--- config.mk ---
export PLATFORM = sky130hd
export DESIGN_NAME = nand_rd_seq
export DESIGN_NICKNAME = d
export VERILOG_FILES = /design/src/rtl/nand_rd_pkg.sv /design/src/rtl/nand_rd_dpath.sv /design/src/rtl/nand_rd_ctrl.sv /design/src/rtl/nand_rd_seq.sv
export SDC_FILE = /design/constraint.sdc
export NUM_CORES = 1
export LEC_CHECK = 0
export BUFFER_PORTS_ARGS = -buffer_cell sky130_fd_sc_hd__buf_2
export CORE_MARGIN = 2
export CORE_UTILIZATION = 30
export CTS_CLUSTER_DIAMETER = 100
export CTS_CLUSTER_SIZE = 25
export DETAILED_ROUTE_END_ITERATION = 12
export GPL_TIMING_DRIVEN = 0
export MAX_ROUTING_LAYER = met4
export RECOVER_POWER = 25
export SETUP_SLACK_MARGIN = 0.5
export SYNTH_ARGS = -nofsm -noshare
export SYNTH_HDL_FRONTEND = slang
export SYNTH_SLANG_ARGS = --single-unit
--- constraint.sdc ---
create_clock -name clk -period 2.9 [get_ports clk]
set_input_delay 0.145 -clock clk [delete_from_list [all_inputs] [get_ports clk]]
set_output_delay 0.145 -clock clk [all_outputs]
set_load 0.02 [all_outputs]
--- src/rtl/nand_rd_pkg.sv ---
package nand_rd_pkg;

  typedef enum logic [1:0] {
    KIND_CMD  = 2'd0,
    KIND_ADDR = 2'd1,
    KIND_FILL = 2'd2
  } stepKind_e;

  typedef enum logic [1:0] {
    SEL_ZERO,
    SEL_ROW,
    SEL_RDSTART
  } byteSel_e;

  typedef enum logic [2:0] {
    PH_READ0,
    PH_COL0,
    PH_COL1,
    PH_ROW,
    PH_TAIL,
    PH_RDSTART,
    PH_FILL
  } phase_e;

  // strobes from control into the datapath
  typedef struct packed {
    logic     loadPage;
    logic     clearIdx;
    logic     stepRow;
    logic     stepFill;
    byteSel_e byteSel;
  } dpCtl_t;

  localparam logic [7:0] OP_READ0     = 8'h00;
  localparam logic [7:0] OP_READSTART = 8'h30;
  localparam int         CHUNK_BYTES  = 512;

  // bytes needed to carry the highest page number, never fewer than one
  function automatic int rowBytesFor(longint lastPage);
    int     n;
    longint v;
    n = 1;
    v = lastPage >> 8;
    while (v != 0) begin
      n = n + 1;
      v = v >> 8;
    end
    return n;
  endfunction

  function automatic int widthFor(longint n);
    return (n <= 1) ? 1 : $clog2(n);
  endfunction

endpackage

--- src/rtl/nand_rd_dpath.sv ---
module nand_rd_dpath
  import nand_rd_pkg::*;
#(
  parameter int     PAGE_W     = 17,
  parameter int     ROW_BYTES  = 2,
  parameter int     ROW_W      = 1,
  parameter int     FILLS      = 4,
  parameter int     FILL_W     = 2,
  parameter longint PAGE_COUNT = 65536
) (
  input  logic              clk,
  input  logic              rstN,
  input  dpCtl_t            ctl,
  input  logic [PAGE_W-1:0] pageIn,
  output logic [7:0]        byteOut,
  output logic [FILL_W-1:0] fillIdx,
  output logic              rowLast,
  output logic              fillLast,
  output logic              inRange
);

  localparam int ROW_BITS = ROW_BYTES * 8;

  logic [PAGE_W-1:0]   pageReg;
  logic [ROW_W-1:0]    rowIdx;
  logic [ROW_BITS-1:0] rowField;
  logic [7:0]          rowByte;

  always_ff @(posedge clk or negedge rstN) begin
    if (!rstN) begin
      pageReg <= '0;
    end else if (ctl.loadPage) begin
      pageReg <= pageIn;
    end
  end

  always_ff @(posedge clk or negedge rstN) begin
    if (!rstN) begin
      rowIdx  <= '0;
      fillIdx <= '0;
    end else if (ctl.clearIdx) begin
      rowIdx  <= '0;
      fillIdx <= '0;
    end else begin
      if (ctl.stepRow)  rowIdx  <= rowIdx + 1'b1;
      if (ctl.stepFill) fillIdx <= fillIdx + 1'b1;
    end
  end

  // page number widened or trimmed to the row field
  assign rowField = ROW_BITS'(pageReg);

  always_comb begin
    rowByte = 8'h00;
    for (int b = 0; b < ROW_BYTES; b++) begin
      if (rowIdx == ROW_W'(b)) rowByte = rowField[b*8 +: 8];
    end
  end

  assign rowLast  = (rowIdx == ROW_W'(ROW_BYTES - 1));
  assign fillLast = (fillIdx == FILL_W'(FILLS - 1));
  assign inRange  = (longint'(pageReg) <= PAGE_COUNT);

  always_comb begin
    unique case (ctl.byteSel)
      SEL_ROW:     byteOut = rowByte;
      SEL_RDSTART: byteOut = OP_READSTART;
      default:     byteOut = OP_READ0;
    endcase
  end

endmodule

--- src/rtl/nand_rd_ctrl.sv ---
module nand_rd_ctrl
  import nand_rd_pkg::*;
#(
  parameter bit LARGE_PAGE = 1'b1
) (
  input  logic      clk,
  input  logic      rstN,
  input  logic      start,
  input  logic      stepRdy,
  input  logic      rowLast,
  input  logic      fillLast,
  input  logic      inRange,
  output logic      busy,
  output logic      done,
  output logic      reqStrobe,
  output stepKind_e reqKind,
  output dpCtl_t    ctl
);

  typedef enum logic [1:0] {S_IDLE, S_ISSUE, S_WAIT, S_FINISH} state_e;

  state_e state;
  phase_e phase;
  phase_e phaseNext;
  logic   ackNow;

  assign ackNow = (state == S_WAIT) && stepRdy;

  // step order; only consulted on an acknowledgement
  always_comb begin
    phaseNext = phase;
    unique case (phase)
      PH_READ0:   phaseNext = PH_COL0;
      PH_COL0:    phaseNext = LARGE_PAGE ? PH_COL1 : (inRange ? PH_ROW : PH_TAIL);
      PH_COL1:    phaseNext = inRange ? PH_ROW : PH_TAIL;
      PH_ROW:     phaseNext = rowLast ? PH_TAIL : PH_ROW;
      PH_TAIL:    phaseNext = LARGE_PAGE ? PH_RDSTART : PH_FILL;
      PH_RDSTART: phaseNext = PH_FILL;
      PH_FILL:    phaseNext = PH_FILL;
      default:    phaseNext = PH_READ0;
    endcase
  end

  always_ff @(posedge clk or negedge rstN) begin
    if (!rstN) begin
      state <= S_IDLE;
      phase <= PH_READ0;
    end else begin
      unique case (state)
        S_IDLE: begin
          if (start) begin
            state <= S_ISSUE;
            phase <= PH_READ0;
          end
        end
        S_ISSUE: state <= S_WAIT;
        S_WAIT: begin
          if (stepRdy) begin
            if (phase == PH_FILL && fillLast) begin
              state <= S_FINISH;
            end else begin
              state <= S_ISSUE;
              phase <= phaseNext;
            end
          end
        end
        S_FINISH: state <= S_IDLE;
        default:  state <= S_IDLE;
      endcase
    end
  end

  assign busy      = (state != S_IDLE);
  assign done      = (state == S_FINISH);
  assign reqStrobe = (state == S_ISSUE);

  always_comb begin
    unique case (phase)
      PH_READ0, PH_RDSTART: reqKind = KIND_CMD;
      PH_FILL:              reqKind = KIND_FILL;
      default:              reqKind = KIND_ADDR;
    endcase
  end

  always_comb begin
    ctl.loadPage = (state == S_IDLE) && start;
    ctl.clearIdx = (state == S_IDLE) && start;
    ctl.stepRow  = ackNow && (phase == PH_ROW) && !rowLast;
    ctl.stepFill = ackNow && (phase == PH_FILL) && !fillLast;
    unique case (phase)
      PH_ROW:     ctl.byteSel = SEL_ROW;
      PH_RDSTART: ctl.byteSel = SEL_RDSTART;
      default:    ctl.byteSel = SEL_ZERO;
    endcase
  end

endmodule

--- src/rtl/nand_rd_seq.sv ---
module nand_rd_seq
  import nand_rd_pkg::*;
#(
  parameter int     PAGE_BYTES   = 2048,
  parameter longint DEVICE_BYTES = 134217728,
  localparam longint PAGE_COUNT  = DEVICE_BYTES / PAGE_BYTES,
  localparam int     ROW_BYTES   = rowBytesFor(PAGE_COUNT - 1),
  localparam int     ROW_W       = widthFor(ROW_BYTES),
  localparam int     FILLS       = PAGE_BYTES / CHUNK_BYTES,
  localparam int     FILL_W      = widthFor(FILLS),
  localparam int     PAGE_W      = $clog2(PAGE_COUNT) + 1,
  localparam bit     LARGE_PAGE  = (PAGE_BYTES > CHUNK_BYTES)
) (
  input  logic              clk,
  input  logic              rstN,
  input  logic              start,
  input  logic [PAGE_W-1:0] pageAddr,
  input  logic              stepRdy,
  output logic              busy,
  output logic              done,
  output logic              reqStrobe,
  output logic [1:0]        reqKind,
  output logic [7:0]        reqByte,
  output logic [FILL_W-1:0] bufIdx
);

  dpCtl_t    ctlBus;
  stepKind_e kindInt;
  logic      rowLast;
  logic      fillLast;
  logic      inRange;

  nand_rd_ctrl #(
    .LARGE_PAGE(LARGE_PAGE)
  ) ctrlI (
    .clk      (clk),
    .rstN     (rstN),
    .start    (start),
    .stepRdy  (stepRdy),
    .rowLast  (rowLast),
    .fillLast (fillLast),
    .inRange  (inRange),
    .busy     (busy),
    .done     (done),
    .reqStrobe(reqStrobe),
    .reqKind  (kindInt),
    .ctl      (ctlBus)
  );

  nand_rd_dpath #(
    .PAGE_W    (PAGE_W),
    .ROW_BYTES (ROW_BYTES),
    .ROW_W     (ROW_W),
    .FILLS     (FILLS),
    .FILL_W    (FILL_W),
    .PAGE_COUNT(PAGE_COUNT)
  ) dpathI (
    .clk     (clk),
    .rstN    (rstN),
    .ctl     (ctlBus),
    .pageIn  (pageAddr),
    .byteOut (reqByte),
    .fillIdx (bufIdx),
    .rowLast (rowLast),
    .fillLast(fillLast),
    .inRange (inRange)
  );

  assign reqKind = kindInt;

endmodule

Word-level counts from Yosys, hierarchy flattened. Cells that the tools add are included.

Memory bits (writable): 0. Bits in registers: 25. Memories: 0. Latch bits: 0. Word-level logic and storage cells: 61. Input bits: 21. Output and inout bits: 15. ROM bits: 0.

Mux-type cells: 19. Add/sub/neg operators: 2. Divide/modulo/power cells: 0. Multipliers: 0. Equality and inequality tests: 15. Shift operators: 0. Reductions and logical operators: 19. $lt $le $gt $ge: 1. Bitwise logic cells: 0.

Operators with widths (count): one-hot mux 3 bit (6 select lines) (1); less-or-equal comparator 17 bit, second input constant (1); one-hot mux 8 bit (2 select lines) (1); two-way mux 3 bit (5); two-way mux 2 bit (5); equality test 3 bit, second input constant (3); equality test 2 bit, second input constant (4); two-way mux 8 bit (1); one-hot mux 2 bit (2 select lines) (2); one-hot mux 2 bit (4 select lines) (1); nonzero test 2 bit (4); logical AND 1 bit (7); equality test 3 x 2 -> 1 bit, second input constant (2); inequality test 2 bit, second input constant (3); one-hot mux 3 bit (2 select lines) (1); equality test 2 x 1 -> 1 bit, second input constant (2); AND reduction 4 bit (1); OR reduction 2 bit (2); equality test 3 x 1 -> 1 bit, second input constant (1); logical NOT 3 bit (1); adder 2 x 1 -> 2 bit, second input constant (1); logical NOT 1 bit (2); logical NOT 2 bit (1); two-way mux 1 bit (2); other kinds (2) (2).

Logic depth before layout (Yosys ltp). Gate-level depths: netlist of the first run.

Depth after elaboration: 6. Mapped depth: 7. Gate-level depth less buffers: 6.

By module. Synthesis of the first run repeated with hierarchy kept, for this count alone.

Cells, all modules: 124. Area total of the unflattened synthesis: 1390.1 um^2.

Modules (own cells, without submodules): nand_rd_dpath (cells each 77, sequential area each 500.5 um^2, area an instance 993.5 um^2, times used 1); nand_rd_ctrl (cells each 47, sequential area each 125.1 um^2, area an instance 396.6 um^2, times used 1).

Least setup slack after synthesis of the first run. No wires, ideal clock.

Path kind: register -> output. Start: reg ctrlI.phase[0]. End: out reqByte[0]. Arrival: 1742 ps. Path slack: 1013 ps. Cell stages (with the launch flop): 8. Buffers on the path: 1. Data required time: 2755 ps. Cells stage by stage: dfrtp_1 > buf_2 > inv_1 > nor3b_1 > inv_1 > ha_1 > nand2b_1 > nor2_1.

Longest elaborated chain between the ends: 4. Elaborated cells on any way between the ends: 6. Classes of those cells: eq/ne: 4; mux: 2.

RTL lines: start, declared (RTL line nand_rd_ctrl.sv:23) `phase_e phase;`; start signal, assigned (RTL line nand_rd_ctrl.sv:63) `phase <= phaseNext;`; equality test 3 bit / equality test 3 x 2 -> 1 bit (equally long branches) (RTL line nand_rd_ctrl.sv:90) `unique case (phase)`; one-hot mux 2 bit (2 select lines) * (RTL line nand_rd_ctrl.sv:90); equality test 2 bit / equality test 2 x 1 -> 1 bit (equally long branches) (RTL line nand_rd_dpath.sv:65) `unique case (ctl.byteSel)`; one-hot mux 8 bit (2 select lines) * (RTL line nand_rd_dpath.sv:65); end, declared (RTL line nand_rd_seq.sv:23) `output logic [7:0] reqByte,`.

Mark *: on every way between the ends. The rest lies on a longest branch, timed or not.

Worst setup path in the final report of the first run.
Start: reg ctrlI.phase[0]. End: out reqByte[7].

Same word-level chain as after synthesis.

==> reports/qor.txt, run 1 <==
Power Total: 1.41 mW
maxcap violations: 0
number of buffers created by CTS: 3
Setup TNS Final: 0 ns
sequential-to-total area share from yosys stat: 46.1%
crit-path max FO: 9
Worst EP arrival: 2.04 ns
syn nets: 147
top_reg_cell synth: dfrtp_1
status: completed
Slew Limit Fails: 0
hold path cells: 2
via count: 1076
Root Driver: clkbuf_8
post-CTS setup repair buffer count: 0
clk_lat worst skew: 0.27 ns
Clock power frac: 15.1%
initial core utilization: 31.2%
Chip Height: 71.3 um
r2r setup slk: 1.34 ns
fin crit share: 75.3%
share of layout cells above drive strength 1: 42.9%
Synth area leaders: dfrtp_1 46%, mux2_2 16%, mux2i_1 5.9%, nor2_1 3.9%, ha_1 2.8%
warnings from Yosys: 0
Vias/cell: 5.00
Async S/R FF share, synth: 100%
vias in the first global route: 1089
drt pass-1 iters: 4
PwrDens: 846 nW/um^2
sw frac: 36.8%
diodes inserted: 0
first-pass GRT wire length: 5200 um
design area: 1670 um^2
DRT antenna net count: 0
HPWL after DPL: 2370 um
Post-synth EDFFs: 0
TritonCTS clock tree: built
combinational share of power: 41.5%
total wire length: 3160 um
synthesized area per cell: 11.0 um^2
CORE AREA: 4350 um^2
post-synth cell types: 36
post-synth top area cell: dfrtp_1
Final nets: 188
worst rel slew slack: 8.58%
post-synth top area share: 46.1%
Flop pwr share: 43.4%
internal cell power: 0.892 mW
min Tclk post-route: 2.18 ns
die footprint: 5080 um^2
initial DRC count: 61
Post-route DRC: 0
CP endpoint kind: output pin
P_sw: 0.519 mW
VDD IR max: 0.336 mV
io pins: 36
initial antenna violation count: 0
RSZ-0062 raised after global routing: false
# H-tree levels: 1
Worst Reg-to-Reg Cells: 4
Routed WL per cell: 14.7 um
Leak: 0.755 nW
f_max: 458 MHz
gp weighted congestion: 0.820
Cell Rows: 24
Critical Path Source Type: flop
kind of critical path: reg -> out
Synth Cell Area: 1360 um^2
placed cell areas: 1600 um^2
Hold/Removal Path Class: in -> reg
Worst-path clk slew: 0.09 ns
final setup vio count: 0
worst path required time: 2.76 ns
worst slew pin tran: 1.37 ns
Buffers on Ports: 35
Post-Syn Instances: 123
CTS max path bufs: 2
count of final hold-check violations: 0
area delta synth->final: 22.9%
remaining global-route overflow: 0
largest net degree at the start of global routing: 26
GR Util All Layers: 13.6%
CTS sink count: 25
Die Wd: 71.3 um
FF+latch count, synth: 25
Layout Skew: 0.00352 ns
[kinds of logic (layout without fill, tap and decap cells)]
group	count (synthesis)	count (layout)	share of synthesized area (%)
xor gates and xnor gates	2	2	1.29
and+or+nand+nor	36	36	14.3
adders and majority gates	3	3	2.77
buffers and inverters	11	51	4.70
AOI/OAI and AO/OA	18	18	8.39
muxes	28	28	22.5
DFF	25	25	46.1
[per-stage QoR]
step           setup slack [ns]  hold slack [ns]  utilization [%]  cells
2_1_floorplan              1.01           -0.151                -    123
3_3_place_gp              0.845            0.169             36.7    210
3_5_place_dp              0.839            0.176             36.7    210
4_1_cts                   0.509           0.0853             38.0    215
5_1_grt                   0.523           0.0781             38.3    215
6_report                  0.716           0.0873             38.3    215
[sequential cells by signal, summed over array words and instances, names as in the netlist]
| name | cells |
|---|---|
| dpathI.rowLast | 1 |
| ctrlI.phase | 3 |
| dpathI.pageReg | 17 |
| ctrlI.state | 2 |
| dpathI.fillIdx | 2 |
[final timing paths]
kind	start	end
worst max-delay path	ctrlI.phase[0]	reqByte[7]
worst max register to register	ctrlI.state[1]	dpathI.pageReg[13]
min in group asynchronous	rstN	ctrlI.phase[2]
max in group asynchronous	rstN	dpathI.pageReg[16]
worst min-delay path	pageAddr[5]	dpathI.pageReg[5]
worst min register to register	dpathI.pageReg[5]	dpathI.pageReg[5]
[Yosys cell counts, drive strengths merged, types with 2 or more instances]
| cell type | number |
|---|---|
| dfrtp | 25 |
| or2 | 2 |
| a21oi | 5 |
| nor4 | 4 |
| inv | 5 |
| nor2 | 15 |
| nand3 | 2 |
| mux2 | 20 |
| o21ai | 3 |
| ha | 3 |
| a21boi | 2 |
| nand2b | 2 |
| nor3b | 2 |
| mux2i | 8 |
| buf | 6 |
| nor3 | 2 |
| o22ai | 3 |
[critical path, stage by stage (launching register included)]
cell and delay [ns]:
dfrtp_1 0.32, buf_2 0.20, inv_2 0.11, nor3b_4 0.23
inv_1 0.07, ha_1 0.30, nand2b_2 0.24, nor2_1 0.13
buf_2 0.17
[cells in the final DEF, fill, tap and decap left out, types with 3 or more instances in the layout]
cell | synthesis | routed
o21ai_0 | 3 | 3
inv_1 | 4 | 3
mux2_2 | 19 | 19
dfrtp_1 | 25 | 25
o22ai_1 | 3 | 3
a21oi_1 | 5 | 5
nor4_1 | 4 | 4
nor2_1 | 14 | 13
buf_2 | 3 | 37
clkbuf_8 | 0 | 3
ha_1 | 3 | 3
mux2i_1 | 8 | 8
[power groups by stage]
stage | Combinational (mW) | Clock, mW | Sequential [mW]
after floorplan | 0.445 | 0 | 0.580
after global placement | 0.544 | 0 | 0.611
after detailed placement | 0.569 | 0 | 0.623
after CTS | 0.574 | 0.219 | 0.615
after global routing | 0.638 | 0.237 | 0.634
final | 0.585 | 0.214 | 0.612
[cell type report]
cell class	count	area (um^2)
Buffer	6	45.0
Clock buffer	4	45.0
Fill cell	432	2690
Inverter	5	18.8
Multi-Input combinational cell	87	684
Sequential cell	25	626
Tap cell	52	65.1
Timing Repair Buffer	36	184
[what timing repair did]
action,4_1_cts,5_1_grt
hold buffers,1,0
resized for setup,0,5
hold endpoints to repair,25,0
setup endpoints to repair,0,6
[metal layers]
metal	part of all wire, %	vias up	track usage (%)	wire [um]
met5	0	-	-	0
li1	-	514	-	-
met3	5.8	7	2.11	184
met2	45	44	19.4	1410
met4	2.3	0	5.87	72
met1	47	511	19.2	1500
(Power assumes the default switching activity.)
==> run 2: changes to the inputs <==
--- a/config.mk
+++ b/config.mk
@@ -5,6 +5,7 @@
 export SDC_FILE = /design/constraint.sdc
 export NUM_CORES = 1
 export LEC_CHECK = 0
+export ABC_AREA = 1
 export BUFFER_PORTS_ARGS = -buffer_cell sky130_fd_sc_hd__buf_2
 export CORE_MARGIN = 2
 export CORE_UTILIZATION = 30
==> constraint.sdc (replaced) <==
create_clock -name clk -period 1.8 [get_ports clk]
set_input_delay 0.09 -clock clk [delete_from_list [all_inputs] [get_ports clk]]
set_output_delay 0.09 -clock clk [all_outputs]
set_load 0.02 [all_outputs]
==> run 2 against run 1 <==
Compared with the run above:
- clock-buffer cell count decreased by 1
- combinational power increased by 95%
- register-to-register slack got worse by 1.3 ns
- via count rose by 23%
- design area increased by 24%
- die area up 1.8%
- final cell count increased by 39%
==> reports/qor.txt, run 2 <==
status: completed
RSZ-0062 raised after global routing: true
post-synth top area cell: dfrtp_1
Power Total: 2.49 mW (+77%)
worst slew pin tran: 1.36 ns (-0.00888 ns)
largest net degree at the start of global routing: 26 (unchanged)
number of buffers created by CTS: 3 (unchanged)
Regs by FF count: dpathI.pageReg (17), ctrlI.phase (3)
Critical Path Stages: 7 (-1)
total wire length: 3520 um (+11%)
f_max: 562 MHz
CTS sink count: 25 (unchanged)
Leak: 1.03 nW (+36%)
R2R Path Start: ctrlI.phase[1]
Worst Setup SP: ctrlI.phase[1]
via count: 1324 (+23%)
Final nets: 271 (+44%)
Vias/cell: 4.44 (-11%)
maxcap violations: 0 (unchanged)
kind of critical path: reg -> out
Worst Reg-to-Reg Cells: 11 (+7)
post-synth top area share: 45.2% (-0.87 points)
most common cell after layout, fill and taps aside: nand2_1
share of layout cells above drive strength 1: 42.7% (-0.26 points)
CORE AREA: 4380 um^2 (+0.69%)
crit-path max FO: 4 (-5)
Worst EP arrival: 1.69 ns (-0.35 ns)
Post-synth EDFFs: 0 (unchanged)
leading cell types in the layout, fill and taps excluded: 73 x nand2_1, 26 x buf_2, 22 x nor2_1, 21 x dfrtp_1, 17 x buf_6
syn nets: 213 (+45%)
Cell Rows: 24 (unchanged)
setup slack after layout: 0.0220 ns (-0.694 ns)
dpl ws: 0.214 ns (-0.624 ns)
CTS max path bufs: 2 (unchanged)
die footprint: 5170 um^2 (+1.8%)
warnings from Yosys: 0 (unchanged)
sequential-to-total area share from yosys stat: 45.2% (-0.87 points)
Die Wd: 71.9 um (+0.91%)
Slew Limit Fails: 0 (unchanged)
Synth area leaders: dfrtp_1 45%, nand2_1 22%, nor2_1 6.8%, ha_1 2.7%, inv_1 2.7%
min Tclk post-route: 1.78 ns
post-synth cell types: 23 (-36%)
drt pass-1 iters: 4 (unchanged)
VDD IR max: 0.650 mV (+94%)
critical-path cell list: inv_2 > buf_4 > buf_6 > buf_6 > buf_6 > nor3_4 > buf_6
PwrDens: 1200 nW/um^2 (+42%)
Top Family by Delay on Critical Path: buffers and inverters
Hold/Removal Path Class: in -> reg
Worst-path clk slew: 0.09 ns (about the same)
Final Util: 47.3% (+9.0 points)
clk_lat worst skew: 0.27 ns (about the same)
count of final hold-check violations: 0 (unchanged)
TritonCTS clock tree: built
FF+latch count, synth: 25 (unchanged)
io pins: 36 (unchanged)
crit path capture: reqKind[1]
Post-route DRC: 0 (unchanged)
GR Util All Layers: 14.8% (+1.2 points)
final setup vio count: 0 (unchanged)
remaining global-route overflow: 0 (unchanged)
diodes inserted: 0 (unchanged)
initial antenna violation count: 0 (unchanged)
DRT antenna net count: 0 (unchanged)
Async S/R FF share, synth: 100% (unchanged)
Critical Path Source Type: flop
Synth Cell Area: 1380 um^2 (+1.9%)
worst rel slew slack: 9.17% (+0.59 points)
Post-Syn Instances: 189 (+54%)
worst path required time: 1.71 ns (-1.05 ns)
most common library cells after synthesis: 80 x nand2_1, 25 x dfrtp_1, 25 x nor2_1
Root Driver: clkbuf_8
Setup TNS Final: 0 ns (unchanged)
area delta synth->final: 50.0%
initial core utilization: 31.6% (+0.39 points)
first-pass GRT wire length: 5870 um (+13%)
Buffers on Ports: 35 (unchanged)
gp weighted congestion: 0.860 (+4.9%)
synthesized area per cell: 7.32 um^2 (-34%)
count leader, synth: nand2_1
# H-tree levels: 1 (unchanged)
CP max stage cell: dfrtp_2
CP most frequent cell: buf_6
largest register by flop count: dpathI.pageReg
CP max stage delay: 0.43 ns (+0.11 ns)
initial DRC count: 58 (-4.9%)
Layout Skew: 0.00257 ns (-0.000949 ns)
max reg flops: 17 (unchanged)
worst path buffer plus inverter count: 6 (+2)
r2r setup slk: 0.04 ns (-1.30 ns)
Chip Height: 71.9 um (+0.91%)
Reg2Reg Capture Point: ctrlI.phase[0]
vias in the first global route: 1334 (+22%)
CP endpoint kind: output pin
top_reg_cell synth: dfrtp_1
Routed WL per cell: 11.8 um (-20%)
HPWL after DPL: 2400 um (+1.6%)
fin crit share: 98.8%
==> run 2: per-stage QoR <==
| stage | cell area, um^2 | hold WS (ns) | std cells |
|---|---|---|---|
| after floorplan | 1500 | -0.206 | 189 |
| after global placement | 1740 | 0.118 | 276 |
| after detailed placement | 1740 | 0.118 | 276 |
| after CTS | 1960 | 0.00368 | 293 |
| after global routing | 2080 | 0.00526 | 298 |
| final | 2080 | 0.00873 | 298 |
==> run 2: worst min-delay path by stage <==
stage	start	end	cells past startpoint
4_1_cts	pageAddr[11]	dpathI.pageReg[11]	3
5_1_grt	pageAddr[3]	dpathI.pageReg[3]	3
3_3_place_gp	rstN	dpathI.fillIdx[0]	1
3_5_place_dp	rstN	dpathI.fillIdx[0]	1
6_report	pageAddr[11]	dpathI.pageReg[11]	3
2_1_floorplan	rstN	ctrlI.phase[0]	0
==> run 2: routing by layer <==
layer / wire, um / global-route usage (%) / part of all wire, %
met5: 0 / - / 0
met4: 33 / 3.77 / 0.94
met1: 1640 / 18.8 / 47
met3: 119 / 2.50 / 3.4
met2: 1720 / 24.8 / 49
==> run 2: final cells by class <==
class | instances | area, um^2
Clock buffer | 3 | 41.3
Sequential cell | 25 | 631
Clock inverter | 1 | 7.51
Multi-Input combinational cell | 144 | 837
Tap cell | 52 | 65.1
Timing Repair Buffer | 53 | 399
Inverter | 16 | 68.8
Fill cell | 447 | 2310
Buffer | 4 | 26.3
==> run 2: where the power goes <==
| group | total, mW | switching, mW | internal (mW) | leakage (nW) |
|---|---|---|---|---|
| Combinational | 1.14 | 0.669 | 0.468 | 0.693 |
| Sequential | 1.00 | 0.211 | 0.790 | 0.312 |
| Clock | 0.354 | 0.197 | 0.157 | 0.0217 |
==> run 2: cells by family after synthesis <==
logic type / share of synthesized area, %
buffers and inverters: 5.97
xor gates and xnor gates: 0.633
adders and majority gates: 2.71
AOI/OAI and AO/OA: 4.34
DFF: 45.2
and+or+nand+nor: 41.1
==> run 2: worst reg2reg max path, stage by stage, from the launching register on <==
cell     delay (ns)
dfrtp_2        0.43
inv_2          0.07
buf_4          0.13
buf_6          0.10
buf_6          0.10
buf_6          0.11
nor3_4         0.30
nand3_2        0.15
nand2_4        0.12
nor2_4         0.04
nand2_1        0.06
nand2_1        0.04
==> run 2: repair_timing <==
action / in CTS / in global routing
endpoints found under the setup margin: 16 / 26
setup buffers: 12 / 5
hold buffers: 1 / 0
hold endpoints to repair: 25 / 0
pin swaps: 5 / 7
gates resized for setup: 24 / 26
==> run 3: changes to the inputs <==
--- a/config.mk
+++ b/config.mk
@@ -5,7 +5,6 @@
 export SDC_FILE = /design/constraint.sdc
 export NUM_CORES = 1
 export LEC_CHECK = 0
-export ABC_AREA = 1
 export BUFFER_PORTS_ARGS = -buffer_cell sky130_fd_sc_hd__buf_2
 export CORE_MARGIN = 2
 export CORE_UTILIZATION = 30
==> run 3 against run 2 <==
Compared with the run above:
- the run now ends with setup timing left
- global-route usage up 1.3 points
- maximum frequency down 4.9%
- utilization up 7.5 points
- clock power down 5%
- clock-buffer cell count up 1
- register-to-register slack better by 0.11 ns
- sequential share of layout area down 4.0 points
==> reports/qor.txt, run 3 (same netlist as run 1, synthesis figures left out) <==
status: finished, violations left
violated checks: setup timing
sw frac: 35.1% (-8.1 points)
hold path cells: 2 (-1)
Final nets: 216 (-20%)
Buffers on Ports: 35 (unchanged)
share of layout cells above drive strength 1: 69.1% (+26 points)
Regs by FF count: dpathI.pageReg (17), ctrlI.phase (3)
GR Util All Layers: 16.1% (+1.3 points)
CP endpoint kind: output pin
number of buffers created by CTS: 3 (unchanged)
leading cell types in the layout, fill and taps excluded: 27 x buf_6, 22 x dfrtp_1, 22 x buf_2, 18 x mux2_4, 12 x buf_4
maxcap violations: 0 (unchanged)
R2R Path Start: ctrlI.phase[0]
Layout Skew: 0.00271 ns (+0.000138 ns)
Min Hold Slack: 0.0485 ns (+0.0398 ns)
total wire length: 3980 um (+13%)
Post-route DRC: 0 (unchanged)
most common cell after layout, fill and taps aside: buf_6
Worst Hold Launch: pageAddr[0]
Worst Reg-to-Reg Cells: 8 (-3)
DRT antenna net count: 0 (unchanged)
internal cell power: 2.13 mW (+51%)
die footprint: 5080 um^2 (-1.8%)
clk_lat worst skew: 0.26 ns (about the same)
Clock power frac: 10.2% (-4.0 points)
gp weighted congestion: 0.859 (about the same)
worst rel slew slack: 56.7% (+48 points)
Root Driver: clkbuf_8
io pins: 36 (unchanged)
min Tclk post-route: 1.87 ns (+0.0914 ns)
Leak: 1.05 nW (+1.8%)
remaining global-route overflow: 0 (unchanged)
Worst Setup SP: ctrlI.phase[2]
drt pass-1 iters: 4 (unchanged)
PwrDens: 1380 nW/um^2 (+15%)
setup slack after layout: -0.0694 ns (-0.0914 ns)
Worst EP arrival: 1.78 ns (+0.09 ns)
RSZ-0062 raised after global routing: true
f_max: 535 MHz (-4.9%)
Die Wd: 71.3 um (-0.90%)
Flop pwr share: 30.6% (-9.6 points)
combinational share of power: 59.2% (+14 points)
Vias/cell: 4.95 (+12%)
largest register by flop count: dpathI.pageReg
VDD IR max: 0.776 mV (+19%)
initial antenna violation count: 0 (unchanged)
largest net degree at the start of global routing: 26 (unchanged)
worst path required time: 1.71 ns (about the same)
vias in the first global route: 1270 (-4.8%)
CTS sink count: 25 (unchanged)
Hold/Removal Path Class: in -> reg
Power Total: 3.28 mW (+32%)
initial DRC count: 42 (-28%)
# H-tree levels: 1 (unchanged)
Worst-path clk slew: 0.09 ns (about the same)
first-pass GRT wire length: 6290 um (+7.2%)
HPWL after DPL: 2510 um (+4.6%)
Cell Rows: 24 (unchanged)
diodes inserted: 0 (unchanged)
Slew Limit Fails: 0 (unchanged)
via count: 1204 (-9.1%)
crit-path max FO: 6 (+2)
max reg flops: 17 (unchanged)
dpl cells: 210 (-24%)
final cell count without fillers: 243 (-18%)
Final Util: 54.8% (+7.5 points)
initial core utilization: 31.2% (-0.39 points)
Routed WL per cell: 16.4 um (+39%)
Chip Height: 71.3 um (-0.90%)
CORE AREA: 4350 um^2 (-0.68%)
final setup vio count: 6 (+6)
TritonCTS clock tree: built
Critical Path Source Type: flop
count of final hold-check violations: 0 (unchanged)
CTS max path bufs: 2 (unchanged)
kind of critical path: reg -> out
P_sw: 1.15 mW (+7.2%)
fin crit share: 104% (+5.1 points)
worst slew pin tran: 0.650 ns (-0.713 ns)
area delta synth->final: 75.9%
==> run 3: metrics by stage <==
stage          setup TNS, ns  worst slack (ns)  cell area (um^2)
5_1_grt                -1.07            -0.177              2390
6_report              -0.338           -0.0694              2390
3_3_place_gp               0             0.115              1790
3_5_place_dp               0            0.0630              1790
2_1_floorplan              0             0.297              1550
4_1_cts               -0.378           -0.0823              2190
==> run 3: timing repair <==
item	in CTS	in global routing
pin swaps	14	16
resized for setup	54	24
hold buffers	1	0
endpoints found under the setup margin	31	36
gates cloned	2	0
setup buffers	16	10
hold endpoints to repair	25	0
==> run 3: layout make-up <==
| class | instances | area, um^2 |
|---|---|---|
| clock buffer | 4 | 45.0 |
| sequential | 25 | 629 |
| inverter | 5 | 26.3 |
| fill | 371 | 1970 |
| multi-input combinational | 87 | 962 |
| tap | 52 | 65.1 |
| timing repair buffer | 64 | 583 |
| buffer | 6 | 76.3 |
==> run 3: final timing paths <==
kind | slack, ns | to
worst max-delay path | -0.07 | reqByte[3]
worst min-delay path | 0.05 | dpathI.pageReg[0]
worst max register to register | 0.15 | ctrlI.phase[2]
worst min register to register | 0.55 | dpathI.pageReg[6]
max in group asynchronous | 0.96 | dpathI.fillIdx[0]
min in group asynchronous | 0.38 | ctrlI.state[1]
==> run 3: routing by layer <==
| layer | up-vias | wire, um | global-route usage, % |
|---|---|---|---|
| met5 | - | 0 | - |
| met4 | 0 | 26 | 1.26 |
| met3 | 4 | 154 | 2.25 |
| met2 | 34 | 2090 | 27.3 |
| met1 | 589 | 1710 | 21.5 |
| li1 | 577 | - | - |
==> run 3: power by group through the flow <==
stage	Clock [mW]	Sequential, mW	Combinational (mW)
2_1_floorplan	0	0.947	0.998
5_1_grt	0.371	1.04	2.05
4_1_cts	0.348	1.00	1.62
6_report	0.335	1.00	1.95
3_3_place_gp	0	1.00	1.17
3_5_place_dp	0	1.02	1.20
==> run 3: critical path, cell delays in order, from the launching register on <==
cell	delay, ns
dfrtp_1	0.38
buf_6	0.12
nand2b_4	0.14
nor2_4	0.15
ha_4	0.23
nand2b_4	0.23
nor2_4	0.14
buf_6	0.12
